$ cat src/rtl/mrx_pkg.sv
package mrx_pkg;

  typedef enum logic [2:0] {
    ST_IDLE     = 3'd0,  // no message in progress
    ST_FIRST    = 3'd1,  // comparing copies of the first byte
    ST_WAIT     = 3'd2,  // byte acknowledged, awaiting the next one
    ST_PREACK   = 3'd3,  // pre-acknowledge frame of a later byte
    ST_NEXT     = 3'd4,  // comparing copies of a later byte
    ST_AB_FIRST = 3'd5,  // single low frame of a first-byte abort
    ST_AB_HOLD  = 3'd6   // abort requested, awaiting two idle frames
  } rx_state_t;

  // A byte is accepted when this frame repeats the previous one and the
  // consumer is ready.
  function automatic logic copy_accepted(input logic [63:0] cur,
                                         input logic [63:0] prev,
                                         input logic        ready);
    return ready && (cur == prev);
  endfunction

  // True when one more failure reaches the limit.
  function automatic logic tries_spent(input int unsigned cnt,
                                       input int unsigned limit);
    return (cnt + 1) >= limit;
  endfunction

endpackage

$ cat src/rtl/mrx_copy_store.sv
module mrx_copy_store #(
  parameter int DW = 8
) (
  input  logic          clk,
  input  logic          rst_n,
  input  logic          load,
  input  logic [DW-1:0] din,
  output logic [DW-1:0] held
);

  // Keeps the byte of the most recent frame, so that each frame can be
  // compared with the one before it.
  always_ff @(posedge clk or negedge rst_n) begin
    if (!rst_n)
      held <= '0;
    else if (load)
      held <= din;
  end

endmodule

$ cat src/rtl/mrx_try_counter.sv
module mrx_try_counter #(
  parameter int TRY_LIMIT = 8
) (
  input  logic clk,
  input  logic rst_n,
  input  logic clr,
  input  logic bump,
  output logic at_edge
);
  import mrx_pkg::*;

  localparam int CW = $clog2(TRY_LIMIT + 1);

  logic [CW-1:0] cnt;

  always_ff @(posedge clk or negedge rst_n) begin
    if (!rst_n)
      cnt <= '0;
    else if (clr)
      cnt <= '0;
    else if (bump)
      cnt <= cnt + CW'(1);
  end

  // The next failure would be the last one allowed.
  assign at_edge = tries_spent(int'(unsigned'(cnt)), TRY_LIMIT);

endmodule

$ cat src/rtl/mrx_seq.sv
module mrx_seq (
  input  logic clk,
  input  logic rst_n,
  input  logic frame_tick,
  input  logic msg_flag_n,
  input  logic accepted,
  input  logic at_edge,
  output logic ack_flag_n,
  output logic abort_req,
  output logic cap_ev,
  output logic miss_ev,
  output logic validate_ev,
  output logic abort_ev,
  output logic eom_ev,
  output logic quit_ev
);
  import mrx_pkg::*;

  rx_state_t state, state_nxt;
  logic      ack_nxt;
  logic      flag_prev_hi;

  always_comb begin
    state_nxt   = state;
    ack_nxt     = ack_flag_n;
    cap_ev      = 1'b0;
    miss_ev     = 1'b0;
    validate_ev = 1'b0;
    abort_ev    = 1'b0;
    eom_ev      = 1'b0;
    quit_ev     = 1'b0;
    if (frame_tick) begin
      unique case (state)
        ST_IDLE: begin
          if (!msg_flag_n) begin
            cap_ev    = 1'b1;
            state_nxt = ST_FIRST;
          end
        end
        ST_FIRST: begin
          if (accepted) begin
            validate_ev = 1'b1;
            ack_nxt     = 1'b0;
            state_nxt   = ST_WAIT;
          end else begin
            miss_ev = 1'b1;
            if (at_edge) begin
              abort_ev  = 1'b1;
              ack_nxt   = 1'b0;
              state_nxt = ST_AB_FIRST;
            end
          end
        end
        ST_WAIT, ST_PREACK: begin
          ack_nxt = 1'b0;
          if (msg_flag_n) begin
            cap_ev    = 1'b1;
            state_nxt = ST_NEXT;
          end else begin
            state_nxt = ST_WAIT;
          end
        end
        ST_NEXT: begin
          if (msg_flag_n) begin
            eom_ev    = 1'b1;
            ack_nxt   = 1'b1;
            state_nxt = ST_IDLE;
          end else if (accepted) begin
            validate_ev = 1'b1;
            ack_nxt     = 1'b1;
            state_nxt   = ST_PREACK;
          end else begin
            miss_ev = 1'b1;
            if (at_edge) begin
              abort_ev  = 1'b1;
              ack_nxt   = 1'b1;
              state_nxt = ST_AB_HOLD;
            end
          end
        end
        ST_AB_FIRST: begin
          ack_nxt   = 1'b1;
          state_nxt = ST_AB_HOLD;
        end
        ST_AB_HOLD: begin
          ack_nxt = 1'b1;
          if (msg_flag_n && flag_prev_hi) begin
            quit_ev   = 1'b1;
            state_nxt = ST_IDLE;
          end
        end
        default: begin
          ack_nxt   = 1'b1;
          state_nxt = ST_IDLE;
        end
      endcase
    end
  end

  always_ff @(posedge clk or negedge rst_n) begin
    if (!rst_n) begin
      state        <= ST_IDLE;
      ack_flag_n   <= 1'b1;
      abort_req    <= 1'b0;
      flag_prev_hi <= 1'b0;
    end else begin
      state      <= state_nxt;
      ack_flag_n <= ack_nxt;
      if (frame_tick)
        flag_prev_hi <= msg_flag_n;
      if (abort_ev)
        abort_req <= 1'b1;
      else if (quit_ev)
        abort_req <= 1'b0;
    end
  end

endmodule

$ cat src/rtl/mon_msg_rx.sv
module mon_msg_rx #(
  parameter int DW        = 8,
  parameter int TRY_LIMIT = 8
) (
  input  logic          clk,
  input  logic          rst_n,
  input  logic          frame_tick,
  input  logic [DW-1:0] mon_byte,
  input  logic          msg_flag_n,
  input  logic          rdy,
  output logic          ack_flag_n,
  output logic          rx_strobe,
  output logic [DW-1:0] rx_data,
  output logic          eom_strobe,
  output logic          abort_req
);
  import mrx_pkg::*;

  // Named internal events, also visible to the bound checker.
  logic [DW-1:0] prev_byte;
  logic          accepted;
  logic          at_edge;
  logic          cap_ev;
  logic          miss_ev;
  logic          validate_ev;
  logic          abort_ev;
  logic          eom_ev;
  logic          quit_ev;

  mrx_copy_store #(.DW(DW)) u_store (
    .clk   (clk),
    .rst_n (rst_n),
    .load  (frame_tick),
    .din   (mon_byte),
    .held  (prev_byte)
  );

  assign accepted = copy_accepted(64'(mon_byte), 64'(prev_byte), rdy);

  mrx_try_counter #(.TRY_LIMIT(TRY_LIMIT)) u_tries (
    .clk     (clk),
    .rst_n   (rst_n),
    .clr     (cap_ev),
    .bump    (miss_ev),
    .at_edge (at_edge)
  );

  mrx_seq u_seq (
    .clk         (clk),
    .rst_n       (rst_n),
    .frame_tick  (frame_tick),
    .msg_flag_n  (msg_flag_n),
    .accepted    (accepted),
    .at_edge     (at_edge),
    .ack_flag_n  (ack_flag_n),
    .abort_req   (abort_req),
    .cap_ev      (cap_ev),
    .miss_ev     (miss_ev),
    .validate_ev (validate_ev),
    .abort_ev    (abort_ev),
    .eom_ev      (eom_ev),
    .quit_ev     (quit_ev)
  );

  always_ff @(posedge clk or negedge rst_n) begin
    if (!rst_n) begin
      rx_strobe  <= 1'b0;
      eom_strobe <= 1'b0;
      rx_data    <= '0;
    end else begin
      rx_strobe  <= validate_ev;
      eom_strobe <= eom_ev;
      if (validate_ev)
        rx_data <= mon_byte;
    end
  end

endmodule

$ cat config.mk
export PLATFORM = sky130hd
export DESIGN_NAME = mon_msg_rx
export DESIGN_NICKNAME = d
export VERILOG_FILES = /design/src/rtl/mrx_pkg.sv /design/src/rtl/mrx_copy_store.sv /design/src/rtl/mrx_try_counter.sv /design/src/rtl/mrx_seq.sv /design/src/rtl/mon_msg_rx.sv
export SDC_FILE = /design/constraint.sdc
export NUM_CORES = 1
export LEC_CHECK = 0
export CORE_ASPECT_RATIO = 1.1
export CORE_MARGIN = 2
export CORE_UTILIZATION = 25
export DETAILED_ROUTE_END_ITERATION = 7
export PLACE_DENSITY_LB_ADDON = 0.3
export SYNTH_ARGS = -nofsm -noshare
export SYNTH_HDL_FRONTEND = slang
export SYNTH_SLANG_ARGS = --single-unit
$ cat constraint.sdc
create_clock -name clk -period 2.5 [get_ports clk]
set_input_delay 0.375 -clock clk [delete_from_list [all_inputs] [get_ports clk]]
set_output_delay 0.375 -clock clk [all_outputs]
set_load 0.01 [all_outputs]
**After elaboration in Yosys (flattened, before gate mapping)**

Index checks and enable logic that the tools add are counted.

- Shifts and indexed selects: 0
- Reduce and logical (&&, ||, !) cells: 8
- Mux-type cells: 41
- Bitwise logic cells: 1
- Order comparisons: 1
- Multipliers: 0
- Add/sub/neg operators: 2
- Divide/modulo/power cells: 0
- Equal/unequal tests: 11

Operators with widths:

| cell | number |
|---|---|
| $ge A32 B4 Y1 const B | 1 |
| $mux W1 | 25 |
| $mux W3 | 8 |
| $pmux W3 S6 | 1 |
| $eq A3 B3 Y1 const B | 3 |
| $eq A8 B8 Y1 | 1 |
| $mux W4 | 2 |
| $pmux W1 S2 | 4 |
| $eq A3 B2 Y1 const B | 2 |
| $add A4 B1 Y5 const B | 1 |
| $reduce_and A5 Y1 | 1 |
| $add A4 B1 Y4 const B | 1 |
| $ne A4 B4 Y1 const B | 1 |
| $pmux W1 S4 | 1 |
| $reduce_and A4 Y1 | 1 |
| $reduce_bool A2 Y1 | 2 |
| $eq A3 B1 Y1 const B | 1 |
| $logic_not A3 Y1 | 1 |
| $ne A3 B3 Y1 const B | 1 |
| $logic_and A1 B1 Y1 | 2 |
| $ne A2 B1 Y1 const B | 1 |
| $ne A2 B2 Y1 const B | 1 |
| $reduce_or A2 Y1 | 1 |
| $not A1 Y1 | 1 |

- Memories: 0
- Latch bits: 0
- Logic and storage cells: 73
- Memory bits (writable): 0
- Bits in registers: 28
- Output and inout port bits: 12
- ROM bits: 0

**Longest topological paths before layout**

Gate-level depths: netlist of run 1.

- Word-level depth: 8
- Gate-level depth with buffers: 6
- Gate-level depth less buffers: 6

**By module**

Synthesis of run 1 repeated with hierarchy kept, for this count alone.

- Cells, all modules: 127
- Area total of the unflattened synthesis: 1496.4 sq um

Modules (own cells, without submodules):

| module | cells each | times used | area each (sq um) |
|---|---|---|---|
| mon_msg_rx | 31 | 1 | 476.7 |
| mrx_seq | 59 | 1 | 461.7 |
| mrx_copy_store | 17 | 1 | 331.6 |
| mrx_try_counter | 20 | 1 | 226.5 |

**Least setup slack after synthesis of run 1**

No wires, ideal clock.

- Kind: register -> register
- Start point: reg u_store.held[1]
- End point: reg rx_data[0]
- Stages on the path, launching flop included: 7
- Setup slack: 0.743 ns
- Library setup time: 0.125 ns
- Arrival time: 1.632 ns
- Cell sequence: dfrtp_1 xnor2_1 nand4_2 nor3_4 and3_4 buf_12 mux2_4

- Longest elaborated chain between the ends: 6

Ends and longest elaborated chain:

| what | RTL line | source |
|---|---|---|
| from (decl) | mrx_copy_store.sv:8 | `output logic [DW-1:0] held` |
| from (signal assigned) | mrx_copy_store.sv:17 | `held <= din;` |
| $eq A8 B8 Y1 * | mrx_pkg.sv:18 | `return ready && (cur == prev);` |
| $logic_and A1 B1 Y1 * | mrx_pkg.sv:18 |  |
| $mux W1 * | mrx_seq.sv:41, mrx_seq.sv:68 |  |
| $mux W1 | mrx_seq.sv:64 | `if (msg_flag_n) begin` |
| $pmux W1 S2 * | mrx_seq.sv:33 | `unique case (state)` |
| $mux W1 * | mrx_seq.sv:32 | `if (frame_tick) begin` |
| to (signal assigned) | mon_msg_rx.sv:74 | `rx_data <= mon_byte;` |
| to (decl) | mon_msg_rx.sv:13 | `output logic [DW-1:0] rx_data,` |

Mark *: on every way between the ends. The rest lies on a longest branch, timed or not.
A chain may end at the register's enable or synchronous reset.

**Worst setup path after layout of run 1**

- Start point: in mon_byte[1]
- End point: reg rx_data[2]

- Longest elaborated chain between the ends: 6

Ends and longest elaborated chain:

| what | RTL line | source |
|---|---|---|
| from (decl) | mon_msg_rx.sv:8 | `input logic [DW-1:0] mon_byte,` |
| $eq A8 B8 Y1 * | mrx_pkg.sv:18 |  |
| $logic_and A1 B1 Y1 * | mrx_pkg.sv:18 |  |
| $mux W1 * | mrx_seq.sv:41, mrx_seq.sv:68 |  |
| $mux W1 | mrx_seq.sv:64 |  |
| $pmux W1 S2 * | mrx_seq.sv:33 |  |
| $mux W1 * | mrx_seq.sv:32 |  |

Marked as above.

==> results.json, run 1 <==
{
  "outcome": "completed",
  "clock_latency_ns": 0.27,
  "grt_max_degree": 29,
  "ys_ff_latch": 28,
  "max_freq_mhz": 509,
  "synth.top_cells.by_count": "dfrtp_1, nand2_1, mux2_2",
  "hold_buffers": 0,
  "area_growth_pct": 27.3,
  "finalHoldViolCount": 0,
  "period_share": 0.785,
  "firstDrtPassIters": 4,
  "synth_seq_area_share": 0.459,
  "drt_wl_total_um": 3200,
  "synth_ff_type": "dfrtp_1",
  "grt_pass1_wl_um": 5420,
  "io_pins": 25,
  "rsz0062_at_grt": "no",
  "crit_type": "in2reg",
  "core_um2": 5840,
  "synth_top_area_frac": 0.442,
  "port_buffers": 24,
  "synth_area_leaders": "dfrtp_1, mux2_4, mux2_2, xnor2_1, nand2_1",
  "worstPathRequired_ns": 2.67,
  "clock_path_buffers": 2,
  "cts_setup_buffers": 0,
  "clk_pin_slew_ns": 0.10,
  "grtUsageTotal": 0.0998,
  "final_max_slew_viol_count": 0,
  "p_leak_nw": 0.811,
  "power.density_nw_per_um2": 783,
  "die_h_um": 86.1,
  "setup_viol": 0,
  "cpMaxStageDelayCell": "clkdlybuf4s50_1",
  "hpwl_um": 2330,
  "crit_buf_inv": 1,
  "drt_iter0_drc": 108,
  "peakVddDrop_uv": 343,
  "die-area_um2": 6760,
  "hold_class": "in2async",
  "crit_path_start_kind": "input pin",
  "placed_area_um2": 1880,
  "grt_overflow_total": 0,
  "skew_ns": 0.00350,
  "synth_top_area_cell": "dfrtp_1",
  "drtAntennaViolNets": 0,
  "syn-num-nets": 146,
  "fill_cells": 587,
  "antenna_found_initial": 0,
  "worstMarginPinSlew_ns": 0.472,
  "layout-drive-gt1-share": 0.239,
  "clock-sinks": 28,
  "endpoint_kind": "register",
  "cpPeakStageDelay_ns": 0.45,
  "cts_tree": "built",
  "h-tree-depth": 1,
  "cp_max_fo": 8,
  "cap_violations": 0,
  "diodes": 0,
  "synth_most_common_cell": "dfrtp_1",
  "wl_per_cell_um": 13.6,
  "fin_util": 0.333,
  "drc": 0,
  "hold_slack_ns": 0.469,
  "synth_warnings": 0,
  "fin_tns_setup_ns": 0,
  "cts_repair_resize_count": 0,
  "async_flop_share": 1.00,
  "syn_avg_cell_area_um2": 11.7,
  "grt_pass1_vias": 1122,
  "multiInputGateArea_um2": 771,
  "synth_edf_count": 0,
  "min_period_ns": 1.96,
  "synth_cell_types": 43,
  "path_cells": "clkdlybuf4s50_1, xnor2_1, nand4_2, nor3_4, and3_4, mux2_4",
  "vias_per_cell": 4.72,
  "slew_headroom": 0.685,
  "syn_inst": 131,
  "dr_total_vias": 1113,
  "nets": 175,
  "fp-row-count": 29,
  "place_congestion": 0.784,
  "fin_area_um2": 1950,
  "seq_area_um2": 702,
  "critPathTopFamily": "simple AND/OR/NAND/NOR gates",
  "synth_area_um2": 1530,
  "die_x_um": 78.6,
  "root_buffer": "clkbuf_8",
  "worstPathArrival_ns": 2.13,
  "cts_buffers": 3,
  "initial_core_util": 0.262
}
==> flip-flops by register name (all words and copies together) (netlist names) <==
name and flops:
eom_strobe 1, rx_data 8, rx_strobe 1, u_seq.abort_req 1, u_seq.ack_flag_n 1, u_seq.flag_prev_hi 1, u_seq.state 3, u_store.held 8
u_tries.cnt 4
==> kinds of logic after synthesis <==
logic type / after synthesis / synth area share
AOI/OAI and AO/OA: 26 / 0.146
buffers and inverters: 11 / 0.0376
adders and majority gates: 2 / 0.0164
and+or+nand+nor: 38 / 0.144
xor gates and xnor gates: 8 / 0.0458
DFF: 28 / 0.459
muxes: 18 / 0.151
==> path summary, 6_finish.rpt <==
| kind | startpoint | end | slack [ns] | depth (start not counted) |
|---|---|---|---|---|
| worst max-delay path | mon_byte[1] | rx_data[2] | 0.54 | 6 |
| worst min-delay path | rst_n | u_store.held[7] | 0.47 | 2 |
| worst max register to register | u_seq.state[0] | rx_data[2] | 0.54 | 4 |
| worst min register to register | u_seq.ack_flag_n | u_seq.ack_flag_n | 0.49 | 2 |
| max in group asynchronous | rst_n | u_seq.ack_flag_n | 1.73 | 2 |
| min in group clk | u_seq.ack_flag_n | u_seq.ack_flag_n | 0.49 | 2 |
==> layer usage <==
layer | routed length [um] | share of wire | vias to the layer above | GRT usage
li1 | - | - | 535 | -
met3 | 159 | 0.050 | 2 | 0.0284
met5 | 0 | 0 | - | 0
met2 | 1570 | 0.49 | 30 | 0.166
met1 | 1470 | 0.46 | 546 | 0.132
met4 | 8 | 0.0025 | 0 | 0.0144
==> where the power goes <==
part / switching, mW / internal (mW) / leakage [nW]
clock: 0.146 / 0.214 / 0.0357
combinational: 0.269 / 0.261 / 0.418
sequential: 0.0995 / 0.536 / 0.357
total: 0.515 / 1.01 / 0.811
==> cell usage in the layout, fill, tap and decap left out, drive strengths merged, types with 3 or more instances in the layout <==
cell type and instances:
nor2 4, dfrtp 27, mux2 17, nand3 6, buf 7, and3 4
nand2 10, clkdlybuf4s50 24, inv 4, o21ai 5, clkbuf 3, nor3 4
a21oi 4, xnor2 8
==> stage by stage <==
step | instances | worst slack [ns] | power (mW)
floorplan | 131 | 0.743 | 0.998
global placement | 232 | 0.255 | 1.16
detailed placement | 232 | 0.207 | 1.17
CTS | 236 | 0.516 | 1.54
global route | 236 | 0.445 | 1.63
finish | 236 | 0.537 | 1.53
==> area by class of cell <==
cell class | instances | share of cell area
Timing Repair Buffer | 31 | 0.150
Clock buffer | 3 | 0.0212
Tap cell | 77 | 0.0495
Clock inverter | 1 | 0.0154
Sequential cell | 28 | 0.360
Inverter | 4 | 0.00771
Multi-Input combinational cell | 92 | 0.396
==> worst reg2reg max path: cells and delay by family (launching register included) <==
family / cells / cell delay [ns]
compound gates: 1 / 0.23
flops: 1 / 0.52
mux: 1 / 0.32
simple gates: 2 / 0.78
Note: power is estimated with default switching activity, not from simulation.
==> run 2, diff against run 1 <==
- clock period: 2.5 -> 2.02 ns (I/O delays scaled with it)
==> run 2 against run 1 <==
Combinational power grew 38%. Non-clock buffer count grew 12. Clock skew grew 0.0092 ns. Clock-buffer cell count grew 1. Sequential power grew 24%. Cell count grew 5.1%. Core utilization grew 1.2 points. Clock power shrank 12%. Largest power group unchanged. Design area grew 3.7%. Largest cell class unchanged. First-iteration DRC count shrank 25%. Sequential share of layout area shrank 1.3 points.
==> results.json, run 2 (synthesis results as in run 1) <==
{
  "min_period_ns": 1.91,
  "fin_total_pwr_mw": 1.84,
  "cap_violations": 0,
  "hold_slack_ns": 0.394,
  "h-tree-depth": 1,
  "clock_latency_ns": 0.28,
  "io_pins": 25,
  "clock_path_buffers": 2,
  "clock-sinks": 28,
  "period_share": 0.944,
  "rr_endpoint": "rx_data[6]",
  "port_buffers": 24,
  "cts_tree": "built",
  "layout_common_cells": "dfrtp_1, clkdlybuf4s50_1, buf_4, nand2_1, mux2_2",
  "crit_type": "in2reg",
  "reg.largest.list": "rx_data: 8 flops, u_store.held: 8 flops, u_tries.cnt: 4 flops",
  "grt_pass1_wl_um": 5900,
  "nets": 187,
  "grt_pass1_vias": 1257,
  "worstPathRequired_ns": 2.18,
  "final_max_slew_viol_count": 0,
  "setup_viol": 0,
  "worstPathArrival_ns": 2.07,
  "max_freq_mhz": 524,
  "fp-row-count": 29,
  "die_x_um": 78.6,
  "clk_pin_slew_ns": 0.10,
  "worstMarginPinSlew_ns": 0.442,
  "worst_slack_ns": 0.113,
  "die_h_um": 86.1,
  "hold_class": "in2async",
  "dp_slack_ns": -0.203,
  "p_leak_nw": 0.861,
  "core_um2": 5840,
  "layout-drive-gt1-share": 0.292,
  "antenna_found_initial": 0,
  "firstDrtPassIters": 4,
  "r2r_start": "u_seq.state[2]",
  "drt_wl_total_um": 3350,
  "final_common_cell": "dfrtp_1",
  "endpoint_kind": "register",
  "rsz0062_at_grt": "no",
  "hpwl_um": 2530,
  "initial_core_util": 0.262,
  "r2r_cells": 4,
  "wl_per_cell_um": 13.5,
  "reg2reg_slack_ns": 0.15,
  "grtUsageTotal": 0.107,
  "drt_iter0_drc": 81,
  "place_congestion": 0.830,
  "power.density_nw_per_um2": 910,
  "finalHoldViolCount": 0,
  "cp_max_fo": 8,
  "grt_overflow_total": 0,
  "outcome": "completed",
  "root_buffer": "clkbuf_8",
  "drtAntennaViolNets": 0,
  "grt_max_degree": 29,
  "vias_per_cell": 4.69,
  "slew_headroom": 0.706,
  "diodes": 0,
  "skew_ns": 0.0127,
  "peakVddDrop_uv": 302,
  "drc": 0,
  "dr_total_vias": 1162,
  "crit_path_start_kind": "input pin",
  "die-area_um2": 6760,
  "area_growth_pct": 32.0,
  "hold_buffers": 0,
  "cts_buffers": 3
}
[run 2: cell types whose count changed in the layout (fill, tap and decap cells not counted), sizes merged]
cell	delta
buf	+12
bufinv	-1
clkbuf	+1
[run 2: final cells by class]
class	count	area (um2)
fillers	570	3820
multi-input cells	92	778
flip-flops and latches	28	702
repair buffers	43	383
well taps	77	96.3
clock buffers	4	45.0
inverters	4	15.0
[run 2: timing repair]
item	4_1_cts	5_1_grt
resized for setup	0	1
setup endpoints to repair	0	9
buffers inserted	0	0
[run 2: per-stage QoR]
step	TNS [ns]	util	std cells	area, um2
detailed placement	-1.92	0.337	244	1970
global placement	-1.53	0.337	244	1970
global route	0	0.346	248	2020
floorplan	0	-	131	1530
CTS	0	0.344	248	2010
finish	0	0.346	248	2020
[run 2: worst max-delay path by stage]
stage | slack [ns] | start | end | depth (start not counted)
after CTS | 0.09 | mon_byte[3] | rx_data[3] | 6
final | 0.11 | mon_byte[1] | rx_data[6] | 6
after floorplan | 0.26 | u_store.held[1] | rx_data[0] | 6
after detailed placement | -0.20 | mon_byte[3] | rx_data[0] | 6
after global placement | -0.16 | mon_byte[7] | rx_data[3] | 6
after global routing | 0.005 | mon_byte[7] | rx_data[3] | 6
[run 2: per-layer routing]
metal | global-route usage | routed length (um) | vias to the layer above
met5 | 0 | 0 | -
met4 | 0.0271 | 15 | 0
met3 | 0.0211 | 159 | 2
met2 | 0.184 | 1660 | 30
met1 | 0.138 | 1510 | 574
li1 | - | - | 556
[run 2: where the power goes]
part           internal, mW  switching [mW]
registers             0.664           0.122
logic                 0.386           0.348
clock network         0.142           0.175
[run 2: critical path, stage by stage]
cell and delay [ns]:
clkdlybuf4s50_1 0.45, xnor2_1 0.25, nand4_2 0.19, nor3_4 0.23, and3_4 0.32, mux2_4 0.32
==> run 3, diff against run 2 <==
- CAP_MARGIN: not set -> 20
==> results of run 3 <==
No change in the layout: final DEF, timing and power equal those of run 2.
